--- src/rtl/lpc_pkg.sv ---
// Shared types for the loop controller.
package lpc_pkg;
    typedef enum logic [1:0] {
        ST_IDLE  = 2'd0,
        ST_RUN   = 2'd1,
        ST_DRAIN = 2'd2,
        ST_DONE  = 2'd3
    } lpc_state_e;
endpackage

--- src/rtl/lpc_phase_cnt.sv ---
// Phase counter: steps 0..II-1 while enabled and flags the last phase.
// Assumes clr_i and en_i are never both high.
module lpc_phase_cnt #(
    parameter int II   = 3,
    parameter int PH_W = (II > 1) ? $clog2(II) : 1
) (
    input  logic            clk,
    input  logic            rst_n,
    input  logic            clr_i,
    input  logic            en_i,
    output logic [PH_W-1:0] phase_o,
    output logic            wrap_o
);
    localparam logic [PH_W-1:0] LAST_PH = PH_W'(II - 1);

    // Marks the final phase of an interval while counting.
    assign wrap_o = en_i && (phase_o == LAST_PH);

    // Advances the phase and returns to 0 after the last one.
    always_ff @(posedge clk) begin
        if (!rst_n || clr_i)
            phase_o <= '0;
        else if (en_i)
            phase_o <= wrap_o ? '0 : phase_o + 1'b1;
    end

    AST_PHASE_RANGE: assert property (@(posedge clk) disable iff (!rst_n)
        phase_o <= LAST_PH);
endmodule

--- src/rtl/lpc_trip_cnt.sv ---
// Remaining-iteration counter: loaded at start, decremented per issued iteration.
// Assumes dec_i is only raised while the count is nonzero.
module lpc_trip_cnt #(
    parameter int TRIP_W = 8
) (
    input  logic              clk,
    input  logic              rst_n,
    input  logic              load_i,
    input  logic [TRIP_W-1:0] load_val_i,
    input  logic              dec_i,
    output logic [TRIP_W-1:0] remain_o,
    output logic              last_o
);
    // Flags the final iteration of the tile.
    assign last_o = (remain_o == TRIP_W'(1));

    // Loads the trip count or counts one iteration down.
    always_ff @(posedge clk) begin
        if (!rst_n)
            remain_o <= '0;
        else if (load_i)
            remain_o <= load_val_i;
        else if (dec_i)
            remain_o <= remain_o - 1'b1;
    end

    AST_TRIP_NO_UNDERFLOW: assert property (@(posedge clk) disable iff (!rst_n)
        dec_i |-> (remain_o != '0));
endmodule

--- src/rtl/lpc_drain_cnt.sv ---
// Drain timer: counts DRAIN_CYC cycles while enabled and flags the last one.
// With DRAIN_CYC of zero the timer is absent and last_o is tied high.
module lpc_drain_cnt #(
    parameter int DRAIN_CYC = 6
) (
    input  logic clk,
    input  logic rst_n,
    input  logic clr_i,
    input  logic en_i,
    output logic last_o
);
    generate
        if (DRAIN_CYC == 0) begin : g_none
            assign last_o = 1'b1;
        end else begin : g_cnt
            localparam int DC_W = (DRAIN_CYC > 1) ? $clog2(DRAIN_CYC) : 1;
            logic [DC_W-1:0] cnt_q;

            // Flags the final drain cycle.
            assign last_o = (cnt_q == DC_W'(DRAIN_CYC - 1));

            // Counts elapsed drain cycles.
            always_ff @(posedge clk) begin
                if (!rst_n || clr_i)
                    cnt_q <= '0;
                else if (en_i && !last_o)
                    cnt_q <= cnt_q + 1'b1;
            end

            AST_DRAIN_BOUND: assert property (@(posedge clk) disable iff (!rst_n)
                cnt_q <= DC_W'(DRAIN_CYC - 1));
        end
    endgenerate
endmodule

--- src/rtl/lpc_stage_vld.sv ---
// Stage-valid shift register: bit k marks a real iteration in stage k.
// A seed sets only the first stage. Each shift moves the bits one stage deeper
// and feeds fill_i into the first stage.
module lpc_stage_vld #(
    parameter int STAGES = 3
) (
    input  logic              clk,
    input  logic              rst_n,
    input  logic              seed_i,
    input  logic              shift_i,
    input  logic              fill_i,
    output logic [STAGES-1:0] vld_o
);
    logic [STAGES-1:0] shifted;

    // Forms the shifted vector, with a single-stage variant.
    generate
        if (STAGES == 1) begin : g_one
            assign shifted = fill_i;
        end else begin : g_many
            assign shifted = {vld_o[STAGES-2:0], fill_i};
        end
    endgenerate

    // Seeds the first stage at start and advances at every shift.
    always_ff @(posedge clk) begin
        if (!rst_n)
            vld_o <= '0;
        else if (seed_i)
            vld_o <= STAGES'(1);
        else if (shift_i)
            vld_o <= shifted;
    end
endmodule

--- src/rtl/mod_loop_ctrl.sv ---
// Loop controller for one tile of a modulo-scheduled loop.
// Holds the IDLE/RUN/DRAIN/DONE sequence and combines the phase counter,
// the trip counter, the drain timer and the stage-valid register.
// Assumes start_i is a pulse and trip_cnt_i is valid in the start cycle.
module mod_loop_ctrl
    import lpc_pkg::*;
#(
    parameter int II     = 3,
    parameter int STAGES = 3,
    parameter int TRIP_W = 8,
    parameter int PH_W   = (II > 1) ? $clog2(II) : 1
) (
    input  logic              clk,
    input  logic              rst_n,
    input  logic              start_i,
    input  logic [TRIP_W-1:0] trip_cnt_i,
    output logic [PH_W-1:0]   phase_o,
    output logic              shift_o,
    output logic [STAGES-1:0] stage_vld_o,
    output logic              busy_o,
    output logic              done_o
);
    localparam int DRAIN_CYC = (STAGES - 1) * II;

    lpc_state_e        state_q, state_d;
    logic              accept, wrap, trip_last, drain_last;
    logic [TRIP_W-1:0] remain;

    // Accepts a start only from idle or done.
    assign accept = start_i && ((state_q == ST_IDLE) || (state_q == ST_DONE));
    assign busy_o = (state_q == ST_RUN) || (state_q == ST_DRAIN);
    assign done_o = (state_q == ST_DONE);
    assign shift_o = wrap;

    // Chooses the next state.
    always_comb begin
        state_d = state_q;
        unique case (state_q)
            ST_IDLE, ST_DONE:
                if (accept) state_d = (trip_cnt_i == '0) ? ST_DONE : ST_RUN;
            ST_RUN:
                if (wrap && trip_last) state_d = (DRAIN_CYC == 0) ? ST_DONE : ST_DRAIN;
            ST_DRAIN:
                if (drain_last) state_d = ST_DONE;
            default: state_d = ST_IDLE;
        endcase
    end

    // State register.
    always_ff @(posedge clk) begin
        if (!rst_n) state_q <= ST_IDLE;
        else        state_q <= state_d;
    end

    lpc_phase_cnt #(.II(II), .PH_W(PH_W)) u_phase (
        .clk(clk), .rst_n(rst_n), .clr_i(!busy_o), .en_i(busy_o),
        .phase_o(phase_o), .wrap_o(wrap)
    );

    lpc_trip_cnt #(.TRIP_W(TRIP_W)) u_trip (
        .clk(clk), .rst_n(rst_n), .load_i(accept), .load_val_i(trip_cnt_i),
        .dec_i(wrap && (state_q == ST_RUN)), .remain_o(remain), .last_o(trip_last)
    );

    lpc_drain_cnt #(.DRAIN_CYC(DRAIN_CYC)) u_drain (
        .clk(clk), .rst_n(rst_n), .clr_i(state_q != ST_DRAIN),
        .en_i(state_q == ST_DRAIN), .last_o(drain_last)
    );

    lpc_stage_vld #(.STAGES(STAGES)) u_vld (
        .clk(clk), .rst_n(rst_n), .seed_i(accept && (trip_cnt_i != '0)),
        .shift_i(wrap), .fill_i((state_q == ST_RUN) && !trip_last),
        .vld_o(stage_vld_o)
    );

    AST_DONE_EMPTY: assert property (@(posedge clk) disable iff (!rst_n)
        done_o |-> (stage_vld_o == '0));
    AST_IDLE_QUIET: assert property (@(posedge clk) disable iff (!rst_n)
        !busy_o |-> (!shift_o && (phase_o == '0)));
    AST_SHIFT_WRAPS: assert property (@(posedge clk) disable iff (!rst_n)
        shift_o |=> (phase_o == '0));
    AST_START_IGNORED: assert property (@(posedge clk) disable iff (!rst_n)
        (busy_o && start_i && !shift_o) |=> $stable(remain));
    AST_ZERO_TRIP: assert property (@(posedge clk) disable iff (!rst_n)
        (!busy_o && start_i && (trip_cnt_i == '0)) |=> (done_o && !busy_o));
    AST_DONE_CLEARS: assert property (@(posedge clk) disable iff (!rst_n)
        (done_o && start_i && (trip_cnt_i != '0)) |=> (busy_o && !done_o));
endmodule

--- config.mk ---
export PLATFORM = sky130hd
export DESIGN_NAME = mod_loop_ctrl
export DESIGN_NICKNAME = d
export VERILOG_FILES = /design/src/rtl/lpc_pkg.sv /design/src/rtl/lpc_phase_cnt.sv /design/src/rtl/lpc_trip_cnt.sv /design/src/rtl/lpc_drain_cnt.sv /design/src/rtl/lpc_stage_vld.sv /design/src/rtl/mod_loop_ctrl.sv
export SDC_FILE = /design/constraint.sdc
export NUM_CORES = 1
export LEC_CHECK = 0
export ABC_AREA = 1
export BUFFER_PORTS_ARGS = -buffer_cell sky130_fd_sc_hd__buf_2
export CAP_MARGIN = 20
export CORE_UTILIZATION = 55
export DETAILED_ROUTE_END_ITERATION = 8
export GPL_ROUTABILITY_DRIVEN = 0
export PLACE_DENSITY = 0.78
export SYNTH_ARGS = -nofsm -noshare
export SYNTH_HDL_FRONTEND = slang
export SYNTH_HIERARCHICAL = 1
export SYNTH_SLANG_ARGS = --single-unit
--- constraint.sdc ---
create_clock -name clk -period 2.7 [get_ports clk]
set_input_delay 0.27 -clock clk [delete_from_list [all_inputs] [get_ports clk]]
set_output_delay 0.27 -clock clk [all_outputs]
set_load 0.05 [all_outputs]
=== After elaboration in Yosys (flattened, before gate mapping) ===
Index checks and enable logic that the tools add are counted.

* $add $sub $neg: 3
* Multiply operators: 0
* Divide/modulo/power cells: 0
* Order comparisons: 0
* Equality and inequality tests: 10
* Shift-type cells: 0
* Muxes and demuxes: 10
* Bitwise logic cells: 1
* Reductions and logical operators: 23

{| class="wikitable"
|+ Operator list
! cell !! number
|-
| 8-bit two-way mux || 2
|-
| 2-bit two-way mux || 5
|-
| 8-bit by 1-bit equality test with 1-bit output (second input constant) || 1
|-
| 8-bit logical NOT || 1
|-
| 2-bit != test (second input constant) || 4
|-
| 8-bit nonzero test || 1
|-
| 8-bit by 1-bit subtractor with 8-bit output (second input constant) || 1
|-
| 1-bit logical AND || 7
|-
| 2-bit equality test (second input constant) || 3
|-
| 2-bit one-hot mux with 3 select lines || 1
|-
| 1-bit logical NOT || 4
|-
| 1-bit logical OR || 4
|-
| 2-bit nonzero test || 2
|-
| 2-bit OR reduction || 2
|-
| 3-bit by 1-bit adder with 3-bit output (second input constant) || 1
|-
| 3-bit equality test (second input constant) || 1
|-
| 3-bit AND reduction || 1
|-
| 2-bit by 1-bit adder with 2-bit output (second input constant) || 1
|-
| 2-bit by 1-bit equality test with 1-bit output (second input constant) || 1
|-
| 2-bit logical NOT || 1
|-
| 1-bit two-way mux || 2
|-
| 1-bit NOT || 1
|}

* Bits in registers: 18
* Bits in latches: 0
* Bits in writable memories: 0
* Bits in read-only memories: 0
* Input bits: 11
* Output and inout port bits: 8
* Word-level logic and storage cells: 53
* Memories kept: 0

=== Logic depth before layout (Yosys ltp) ===
Gate-level depths: netlist of the first run.

* Depth in word-level cells: 6
* Gate-level depth with buffers: 12
* Gate-level depth less buffers: 12

=== Cells and area by module ===
Netlist of the first run, hierarchy kept.

{| class="wikitable"
|+ Modules (own cells, without submodules)
! module !! instances !! cells an instance !! area an instance (µm²) !! seq. area each (µm²)
|-
| lpc_trip_cnt || 1 || 81 || 545.5 || 160.2
|-
| mod_loop_ctrl || 1 || 38 || 227.7 || 40.0
|-
| lpc_drain_cnt || 1 || 26 || 171.4 || 60.1
|-
| lpc_stage_vld || 1 || 19 || 122.6 || 60.1
|-
| lpc_phase_cnt || 1 || 14 || 95.1 || 40.0
|}

=== Worst setup path before layout of the first run ===
OpenSTA, ideal clock, no wires.

* Kind: reg-to-reg
* Start: register state_q[0]
* End: register u_trip.remain_o[4]
* Setup time: 113 ps
* Data arrival time: 2,822 ps
* Data required time: 2,587 ps
* Setup slack: -235 ps
* Stages on the path, launching flop included: 13
* Path buffers: 0
* Clock period less this slack: 2,935 ps
* Path through: dfxtp_1 -> inv_1 -> ha_1 -> inv_1 -> nand2_1 -> nor2_1 -> nand2_1 -> inv_1 -> nand2_1 -> o21ai_1 -> nand2_1 -> o21ai_1 -> inv_1

* Longest elaborated chain between the ends: 5
* Elaborated cells on any way between the ends: 11
* Classes of those cells: eq/ne (3); mux (1); reduce/logical (7)

{| class="wikitable"
|+ RTL lines
! element !! RTL line !! RTL
|-
| start, declared || mod_loop_ctrl.sv:25 || <nowiki>lpc_state_e state_q, state_d;</nowiki>
|-
| start signal, assigned || mod_loop_ctrl.sv:52 || <nowiki>else state_q <= state_d;</nowiki>
|-
| 2-bit by 1-bit equality test with 1-bit output or 2-bit equality test (tied branches) || mod_loop_ctrl.sv:31 || <nowiki>assign busy_o = (state_q == ST_RUN) || (state_q == ST_DRAIN);</nowiki>
|-
| 1-bit logical OR (*) || mod_loop_ctrl.sv:31 ||
|-
| named net busy_o || mod_loop_ctrl.sv:20 || <nowiki>output logic busy_o,</nowiki>
|-
| 1-bit logical AND (*) || lpc_phase_cnt.sv:17 || <nowiki>assign wrap_o = en_i && (phase_o == LAST_PH);</nowiki>
|-
| named net shift_o || mod_loop_ctrl.sv:18 || <nowiki>output logic shift_o,</nowiki>
|-
| 1-bit logical AND (*) || mod_loop_ctrl.sv:62 || <nowiki>.dec_i(wrap && (state_q == ST_RUN)), .remain_o(remain), .last_o(trip_last)</nowiki>
|-
| 2-bit nonzero test (no source line) (*) || n/a ||
|-
| end signal, assigned || lpc_trip_cnt.sv:22 || <nowiki>remain_o <= load_val_i;</nowiki>
|-
| end signal, assigned || lpc_trip_cnt.sv:24 || <nowiki>remain_o <= remain_o - 1'b1;</nowiki>
|-
| end, declared || lpc_trip_cnt.sv:11 || <nowiki>output logic [TRIP_W-1:0] remain_o,</nowiki>
|}

Mark *: on every way through the listed nets, which the timed path passes. The rest lies on a longest branch.
A chain may end at the register's enable or synchronous reset.

=== Worst setup path in the final report of the first run ===
* Start: register state_q[0]
* End: output port shift_o

* Longest elaborated chain between the ends: 3
* Elaborated cells on any way between the ends: 4
* Classes of those cells: eq/ne (2); reduce/logical (2)

{| class="wikitable"
|+ RTL lines
! element !! RTL line
|-
| 2-bit by 1-bit equality test with 1-bit output or 2-bit equality test (tied branches) || mod_loop_ctrl.sv:31
|-
| 1-bit logical OR (*) || mod_loop_ctrl.sv:31
|-
| 1-bit logical AND (*) || lpc_phase_cnt.sv:17
|-
| end, declared || mod_loop_ctrl.sv:18
|}

Every way passes the cells marked *; elsewhere a longest branch is shown, timed or not.

==> load_flow_metrics.sql, run 1 <==
INSERT INTO impl_metrics (metric_group, metric, value, unit) VALUES
('cells_and_area', 'antennaDiodeCount', '0', ''),
('pwr', 'p_int', '575', 'uW'),
('routing', 'drt.antenna.violating_nets', '0', ''),
('pwr', 'power.net_switching', '564', 'uW'),
('clock_tree', 'cts_inserted_buffers', '3', ''),
('cells_and_area', 'area_delta_synth_final', '11.8', '%'),
('worst_setup_path', 'setup.worst_path.start', 'state_q[0]', ''),
('clock_tree', 'postCtsSetupRepairBufs', '0', ''),
('worst_setup_path', 'crit_path_frequent_cell', 'sky130_fd_sc_hd__inv_1', ''),
('worst_setup_path', 'setup.reg_to_reg.worst_slack', '610', 'ps'),
('yosys', 'synth_edf_count', '0', ''),
('pwr', 'power_frac_clock', '11.4', '%'),
('pwr', 'power.density_cell_area', '876', 'nW/um^2'),
('routing', 'wl', '2210', 'um'),
('worst_setup_path', 'timing.rr.start', 'state_q[0]', ''),
('pwr', 'proportion_of_power_drawn_by_flip_flops_and_latches', '32.9', '%'),
('yosys', 'netlist_instances', '178', ''),
('cells_and_area', 'filler_cell_count', '188', ''),
('global_routing', 'overflow', '0', ''),
('global_routing', 'track_usage', '23.5', '%'),
('die', 'core_area', '1980', 'um^2'),
('sta', 'skew', '3.12', 'ps'),
('pwr', 'power_switching_share', '49.5', '%'),
('worst_setup_path', 'worst_r2r_endpoint', 'u_trip/remain_o[4]', ''),
('worst_setup_path', 'crit_chain', 'inv_1 > ha_1 > inv_1 > nand2_1 > nor2_2 > buf_2', ''),
('routing', 'first_drt_pass_iteration_count', '4', ''),
('worst_setup_path', 'worst-path-stages', '6', ''),
('global_routing', 'grt_start_max_net_pins', '10', ''),
('die', 'ios', '19', ''),
('place', 'detailedPlace.worstSlack', '657', 'ps'),
('yosys', 'yosys.area_share.xor_xnor', '0', '%'),
('yosys', 'synth_largest_area_cell', 'sky130_fd_sc_hd__dfxtp_1', ''),
('routing', 'drcViolationCount', '0', ''),
('place', 'io_buffers', '18', ''),
('clock_tree', 'cts_hold_buf', '0', ''),
('worst_setup_path', 'data_arrival_time_of_the_critical_path', '1930', 'ps'),
('sta', 'fmax', '455', 'MHz'),
('pwr', 'ir_drop', '0.786', 'mV'),
('sta', 'measured_slew_at_the_worst_slew_check_pin', '407', 'ps'),
('worst_setup_path', 'cp-start-kind', 'register', ''),
('routing', 'viasPerCell', '4.92', ''),
('worst_setup_path', 'timing.critical_path.slowest_stage_cell', 'sky130_fd_sc_hd__dfxtp_1', ''),
('worst_setup_path', 'worst_setup_path_endpoint', 'shift_o', ''),
('clock_tree', 'clock_path_buffers', '2', ''),
('clock_tree', 'clkSlewWorstSetupHoldPaths', '100', 'ps'),
('worst_setup_path', 'critical-path-top-delay-family', 'buffers and inverters', ''),
('worst_setup_path', 'cp-end-kind', 'output pin', ''),
('die', 'placement_rows', '16', ''),
('yosys', 'synthArstFlopShare', '0', '%'),
('worst_hold_path', 'hold_path.class', 'in2reg', ''),
('yosys', 'yosys.area_share.simple', '33.7', '%'),
('clock_tree', 'clkSinkCount', '18', ''),
('worst_setup_path', 'crit_required', '2430', 'ps'),
('sta', 'worst_slack', '502', 'ps'),
('worst_setup_path', 'worst-r2r-cell-count', '12', ''),
('worst_hold_path', 'startpoint_of_the_tightest_hold_check_path', 'trip_cnt_i[2]', ''),
('die', 'initial_core_util', '58.6', '%'),
('yosys', 'synth_area', '1160', 'um^2'),
('clock_tree', 'clkLatencyLatePin', '280', 'ps'),
('sta', 'timing.setup.tns', '0', 'ps'),
('die', 'die_ar', '2300', 'um^2'),
('global_routing', 'first_global_vias', '945', ''),
('clock_tree', 'cts_tree', 'built', ''),
('yosys', 'synth-adder-area-share', '7.53', '%'),
('yosys', 'most_common_cell_in_the_netlist', 'sky130_fd_sc_hd__nand2_1', ''),
('routing', 'drt-initial-drc-count', '21', ''),
('outcome', 'status', 'finished, final reports clean', ''),
('yosys', 'synth_commonest_cells', 'sky130_fd_sc_hd__nand2_1 (36), sky130_fd_sc_hd__inv_1 (32), sky130_fd_sc_hd__nor2_1 (27)', ''),
('worst_setup_path', 'setup.worst_path.class', 'reg2out', ''),
('sta', 'timing.final.crit_period', '2200', 'ps'),
('clock_tree', 'cts-root-buf', 'sky130_fd_sc_hd__clkbuf_4', '');
[routing by layer]
layer,global-route usage [%],routed length [um],vias to the layer above,part of all wire [%]
li1,-,-,595,-
met1,30.6,1100,483,50
met2,38.9,997,28,45
met3,4.53,102,2,4.6
met4,7.78,12,0,0.54
met5,0,0,-,0
[how the worst min path moves through the flow]
| stage | end | slack [ps] | cells after the start |
|---|---|---|---|
| CTS | u_trip/remain_o[2] | 250 | 3 |
| detailed placement | u_vld/vld_o[2] | 460 | 2 |
| floorplan | u_trip/remain_o[1] | 370 | 2 |
| finish | u_trip/remain_o[2] | 250 | 3 |
| global placement | u_vld/vld_o[2] | 450 | 2 |
| global route | u_trip/remain_o[2] | 270 | 3 |
[cell usage in the layout, fill, tap and decap left out, types with 2 or more instances in the layout]
cell type	instances
sky130_fd_sc_hd__a21oi_1	8
sky130_fd_sc_hd__a21oi_2	3
sky130_fd_sc_hd__a22oi_1	4
sky130_fd_sc_hd__buf_2	18
sky130_fd_sc_hd__clkbuf_4	3
sky130_fd_sc_hd__dfxtp_1	18
sky130_fd_sc_hd__ha_1	7
sky130_fd_sc_hd__inv_1	32
sky130_fd_sc_hd__inv_2	5
sky130_fd_sc_hd__nand2_1	36
sky130_fd_sc_hd__nand2_2	6
sky130_fd_sc_hd__nand3_1	10
sky130_fd_sc_hd__nand3_2	2
sky130_fd_sc_hd__nor2_1	26
sky130_fd_sc_hd__nor2_2	4
sky130_fd_sc_hd__o21ai_1	7
[per-stage QoR]
| stage | instances | total power (uW) | cell area (um^2) |
|---|---|---|---|
| 5_1_grt | 225 | 1240 | 1300 |
| 4_1_cts | 225 | 1150 | 1300 |
| 6_report | 225 | 1140 | 1300 |
| 3_5_place_dp | 222 | 1010 | 1280 |
| 2_1_floorplan | 178 | 905 | 1160 |
| 3_3_place_gp | 222 | 992 | 1280 |
[worst reg2reg max path, delay by kind of cell, from the launching register on]
| kind | cells | cell delay, ps |
|---|---|---|
| fa+ha+maj | 1 | 340 |
| compound gates | 2 | 230 |
| buf+inv | 4 | 410 |
| simple gates | 5 | 630 |
| flops | 1 | 390 |
[power groups by stage]
stage | logic (uW) | clock network (uW) | registers (uW)
detailed placement | 631 | 0 | 381
global placement | 615 | 0 | 376
floorplan | 498 | 0 | 407
finish | 635 | 130 | 375
global route | 710 | 148 | 386
CTS | 634 | 137 | 374
[state kept, by name (all words and copies together) (netlist names)]
register / count
u_trip/remain_o: 8
u_drain/g_cnt.cnt_q: 3
u_vld/vld_o: 3
state_q: 2
u_phase/phase_o: 2
[kinds of logic after synthesis]
| logic type | count (synthesis) |
|---|---|
| adder cells (fa/ha/maj) | 7 |
| AND/OR/NAND/NOR | 88 |
| buffers and inverters | 39 |
| flip-flops | 18 |
| AO/OA/AOI/OAI | 26 |
[cell type report]
cell class,count,area [um^2],area share (%)
inverter,38,144,11.1
timing repair buffer,18,90.1,6.93
clock buffer,3,22.5,1.73
tap,27,33.8,2.60
sequential,18,360,27.7
multi-input combinational,121,649,50.0
(Power assumes the default switching activity.)
==> run 2: changes to the inputs <==
ABC_AREA = 0   (was 1)
CORE_UTILIZATION = 49   (was 55)
PLACE_DENSITY = 0.74   (was 0.78)
clock period = 1.9 ns   (was 2.7 ns; I/O delays follow)
==> run 2 against run 1 <==
  * Sequential share of layout area shrank 1.5 points
  * Combinational power rose by 55%
  * Synthesized area fell by 3.6%
  * Worst hold slack worse by 77 ps
  * Setup slack worse by 420 ps
  * Global-route usage fell by 2.1 points
  * Die area increased by 7.9%
  * Register-to-register slack got worse by 520 ps
  * Via count is 11% lower
  * Largest power group unchanged
  * Critical path depth stayed put
  * Critical path type unchanged
==> load_flow_metrics.sql, run 2 <==
INSERT INTO impl_metrics (metric_group, metric, value, unit) VALUES
('outcome', 'status', 'finished, final reports clean', ''),
('cells_and_area', 'drive_gt1_share', '32.4', '%'),
('run', 'cap_viol_max_count', '0', ''),
('pwr', 'power.density_cell_area', '1300', 'nW/um^2'),
('routing', 'drt.antenna.violating_nets', '0', ''),
('routing', 'drcViolationCount', '0', ''),
('sta', 'hold_violations', '0', ''),
('global_routing', 'number_of_antenna_violations_at_the_first_check_in_global_routing', '0', ''),
('pwr', 'power.leakage', '0.000555', 'uW'),
('sta', 'final-max-slew-violation-count', '0', ''),
('yosys', 'yosys_register_bits', '18', ''),
('cells_and_area', 'antennaDiodeCount', '0', ''),
('yosys', 'synthArstFlopShare', '0', '%'),
('clock_tree', 'clkLatencyLatePin', '300', 'ps'),
('yosys', 'synth_edf_count', '0', ''),
('pwr', 'ir_drop', '0.831', 'mV'),
('routing', 'drt-initial-drc-count', '5', ''),
('die', 'core_area', '2060', 'um^2'),
('routing', 'viasPerCell', '5.66', ''),
('yosys', 'leading_post_synthesis_cells_by_cell_area', 'sky130_fd_sc_hd__dfxtp_1 (32%), sky130_fd_sc_hd__ha_1 (7.8%), sky130_fd_sc_hd__nand2b_1 (4.5%), sky130_fd_sc_hd__nor4_4 (3.8%), sky130_fd_sc_hd__mux2i_1 (3.6%)', ''),
('routing', 'wl', '2290', 'um'),
('worst_setup_path', 'timing.critical_path.slowest_stage_cell', 'sky130_fd_sc_hd__dfxtp_2', ''),
('cells_and_area', 'filler_cell_count', '170', ''),
('sta', 'timing.final.crit_period', '1820', 'ps'),
('clock_tree', 'cts_inserted_buffers', '3', ''),
('sta', 'timing.slew.headroom', '72.8', '%'),
('yosys', 'synth-warning-count', '6', ''),
('cells_and_area', 'final_cell_mix', 'sky130_fd_sc_hd__buf_2 (17), sky130_fd_sc_hd__dfxtp_1 (16), sky130_fd_sc_hd__inv_1 (8), sky130_fd_sc_hd__nand2b_1 (8), sky130_fd_sc_hd__buf_4 (8)', ''),
('worst_setup_path', 'worst_path_largest_cell_delay', '350', 'ps'),
('worst_setup_path', 'crit_path_frequent_cell', 'sky130_fd_sc_hd__buf_4', ''),
('clock_tree', 'cts_htree_levels', '1', ''),
('worst_setup_path', 'critical_path_peak_fanout', '6', ''),
('sta', 'whs', '177', 'ps'),
('yosys', 'ys.flop_type', 'sky130_fd_sc_hd__dfxtp_1', ''),
('worst_setup_path', 'crit_required', '1710', 'ps'),
('routing', 'top_layer', 'met4', ''),
('cells_and_area', 'area_delta_synth_final', '23.5', '%'),
('worst_setup_path', 'cp-start-kind', 'register', ''),
('routing', 'first_drt_pass_iteration_count', '4', ''),
('yosys', 'synth_fp_nets', '140', ''),
('clock_tree', 'cts_tree', 'built', ''),
('yosys', 'synth_seq_area_share', '32.1', '%'),
('sta', 'final_count_of_negative_setup_slack_endpoints', '0', ''),
('die', 'initial_core_util', '54.4', '%'),
('global_routing', 'grt_start_max_net_pins', '21', ''),
('yosys', 'yosys.cell_types.count', '41', ''),
('global_routing', 'overflow', '0', ''),
('routing', 'wl_met1', '1040', 'um'),
('cells_and_area', 'max_flop_register', 'u_trip/remain_o', ''),
('yosys', 'synth_commonest_cells', 'sky130_fd_sc_hd__dfxtp_1 (18), sky130_fd_sc_hd__inv_1 (10), sky130_fd_sc_hd__nand2b_1 (8)', ''),
('clock_tree', 'clkSlewWorstSetupHoldPaths', '110', 'ps'),
('worst_setup_path', 'crit_chain', 'inv_2 > ha_4 > clkinvlp_4 > and3b_4 > buf_4 > buf_4', ''),
('worst_hold_path', 'hold_path.class', 'in2reg', ''),
('sta', 'skew', '4.28', 'ps'),
('global_routing', 'first_global_vias', '995', ''),
('cells_and_area', 'nNetsFinal', '167', ''),
('worst_setup_path', 'cp-end-kind', 'output pin', ''),
('yosys', 'most_common_cell_in_the_netlist', 'sky130_fd_sc_hd__dfxtp_1', ''),
('die', 'fp.dieW', '49.8', 'um'),
('sta', 'layout_worst_path_cycle_share', '95.7', '%'),
('yosys', 'syn_area_per_cell', '9.19', 'um^2'),
('global_routing', 'grt_pass1_wl', '4120', 'um'),
('clock_tree', 'cts_hold_buf', '0', ''),
('yosys', 'synth_largest_area_cell', 'sky130_fd_sc_hd__dfxtp_1', ''),
('die', 'die_h', '49.8', 'um'),
('clock_tree', 'clkSinkCount', '18', ''),
('routing', 'route.detailed.wl_per_inst', '13.1', 'um'),
('place', 'post-dp-hpwl', '1720', 'um'),
('cells_and_area', 'top_regs', 'u_trip/remain_o (8), u_drain/g_cnt.cnt_q (3), u_vld/vld_o (3)', ''),
('cells_and_area', 'post-route-util', '67.2', '%'),
('place', 'io_buffers', '18', ''),
('worst_setup_path', 'data_arrival_time_of_the_critical_path', '1630', 'ps'),
('cells_and_area', 'number_of_flip_flops_under_the_largest_register_name', '8', ''),
('routing', 'met2_routed_length', '1130', 'um'),
('yosys', 'synth_area', '1120', 'um^2'),
('clock_tree', 'cts-root-buf', 'sky130_fd_sc_hd__clkbuf_4', ''),
('yosys', 'synth_top_area_share', '32.1', '%'),
('global_routing', 'track_usage', '21.5', '%'),
('sta', 'measured_slew_at_the_worst_slew_check_pin', '405', 'ps'),
('yosys', 'netlist_instances', '122', ''),
('die', 'die_ar', '2480', 'um^2'),
('cells_and_area', 'mostFrequentLayoutCell', 'sky130_fd_sc_hd__buf_2', ''),
('clock_tree', 'clock_path_buffers', '2', ''),
('sta', 'fmax', '550', 'MHz'),
('die', 'placement_rows', '16', ''),
('worst_setup_path', 'setup.worst_path.class', 'reg2out', ''),
('routing', 'vias_after_detailed_routing', '990', ''),
('die', 'ios', '19', ''),
('routing', 'met3_wirelength', '100', 'um');
-- run 2: cell count changes after synthesis, moves of 5 or more --
| cell | before | now |
|---|---|---|
| sky130_fd_sc_hd__nand2b_1 | 0 | 8 |
| sky130_fd_sc_hd__inv_1 | 32 | 10 |
| sky130_fd_sc_hd__nand3_1 | 10 | 1 |
| sky130_fd_sc_hd__nand2_2 | 6 | 0 |
| sky130_fd_sc_hd__o21ai_1 | 7 | 0 |
| sky130_fd_sc_hd__inv_2 | 5 | 0 |
| sky130_fd_sc_hd__nand2_1 | 36 | 5 |
| sky130_fd_sc_hd__nor2_1 | 27 | 3 |
| sky130_fd_sc_hd__o21ai_0 | 0 | 7 |
| sky130_fd_sc_hd__and2_1 | 0 | 5 |
-- run 2: timing repair --
item | 4_1_cts | 5_1_grt
cloned | 0 | 0
hold endpoints to repair | 0 | 0
buffers inserted | 0 | 1
resized for setup | 1 | 4
setup endpoints to repair | 2 | 4
-- run 2: path summary, 6_finish.rpt --
kind                                     from            endpoint  slack, ps  cells after the start
worst max-delay path               state_q[0]             shift_o         80                      6
worst min-delay path            trip_cnt_i[1]  u_trip/remain_o[1]        180                      3
worst max register to register     state_q[0]  u_trip/remain_o[4]         90                      8
worst min register to register     state_q[0]          state_q[0]        510                      2
-- run 2: layout make-up --
class / count / area (um^2) / share of cell area [%]
Multi-Input combinational cell: 91 / 766 / 55.3
Sequential cell: 18 / 363 / 26.2
Timing Repair Buffer: 25 / 145 / 10.5
Inverter: 10 / 41.3 / 2.98
Clock buffer: 4 / 36.3 / 2.62
Tap cell: 27 / 33.8 / 2.44
-- run 2: logic make-up (layout without fill, tap and decap cells) --
logic type | Yosys count | count (layout) | share of synthesized area, %
xor gates and xnor gates | 3 | 3 | 2.34
DFF | 18 | 18 | 32.1
buffers and inverters | 13 | 39 | 4.46
adders and majority gates | 7 | 7 | 7.81
and+or+nand+nor | 49 | 49 | 32.1
muxes | 5 | 5 | 4.91
AOI/OAI and AO/OA | 27 | 27 | 16.2
-- run 2: critical path: cells and delay by family, from the launching register on --
| family | cells | cell delay, ps |
|---|---|---|
| fa+ha+maj | 1 | 290 |
| buf+inv | 4 | 500 |
| flops | 1 | 350 |
| simple gates | 1 | 190 |
-- run 2: routing by layer --
metal	global-route usage (%)	vias up
li1	-	496
met1	24.9	465
met2	38.1	24
met3	6.17	5
met4	5.71	0
met5	0	-
-- run 2: metrics by stage --
stage	power, uW	worst slack [ps]	instance area, um^2	std cells	TNS [ps]
2_1_floorplan	1270	-252	1170	122	-1130
3_3_place_gp	1490	62.8	1320	170	0
3_5_place_dp	1520	-2.25	1320	170	-2.25
4_1_cts	1770	22.0	1360	174	0
5_1_grt	1940	-4.96	1390	175	-8.07
6_report	1800	82.4	1390	175	0
-- run 2: report_power, final --
group	total [uW]	switching [uW]	leakage, uW	internal, uW
registers	572	95.1	0.000148	477
clock network	242	125	0.0000210	117
logic	982	556	0.000386	426
total	1800	776	0.000555	1020
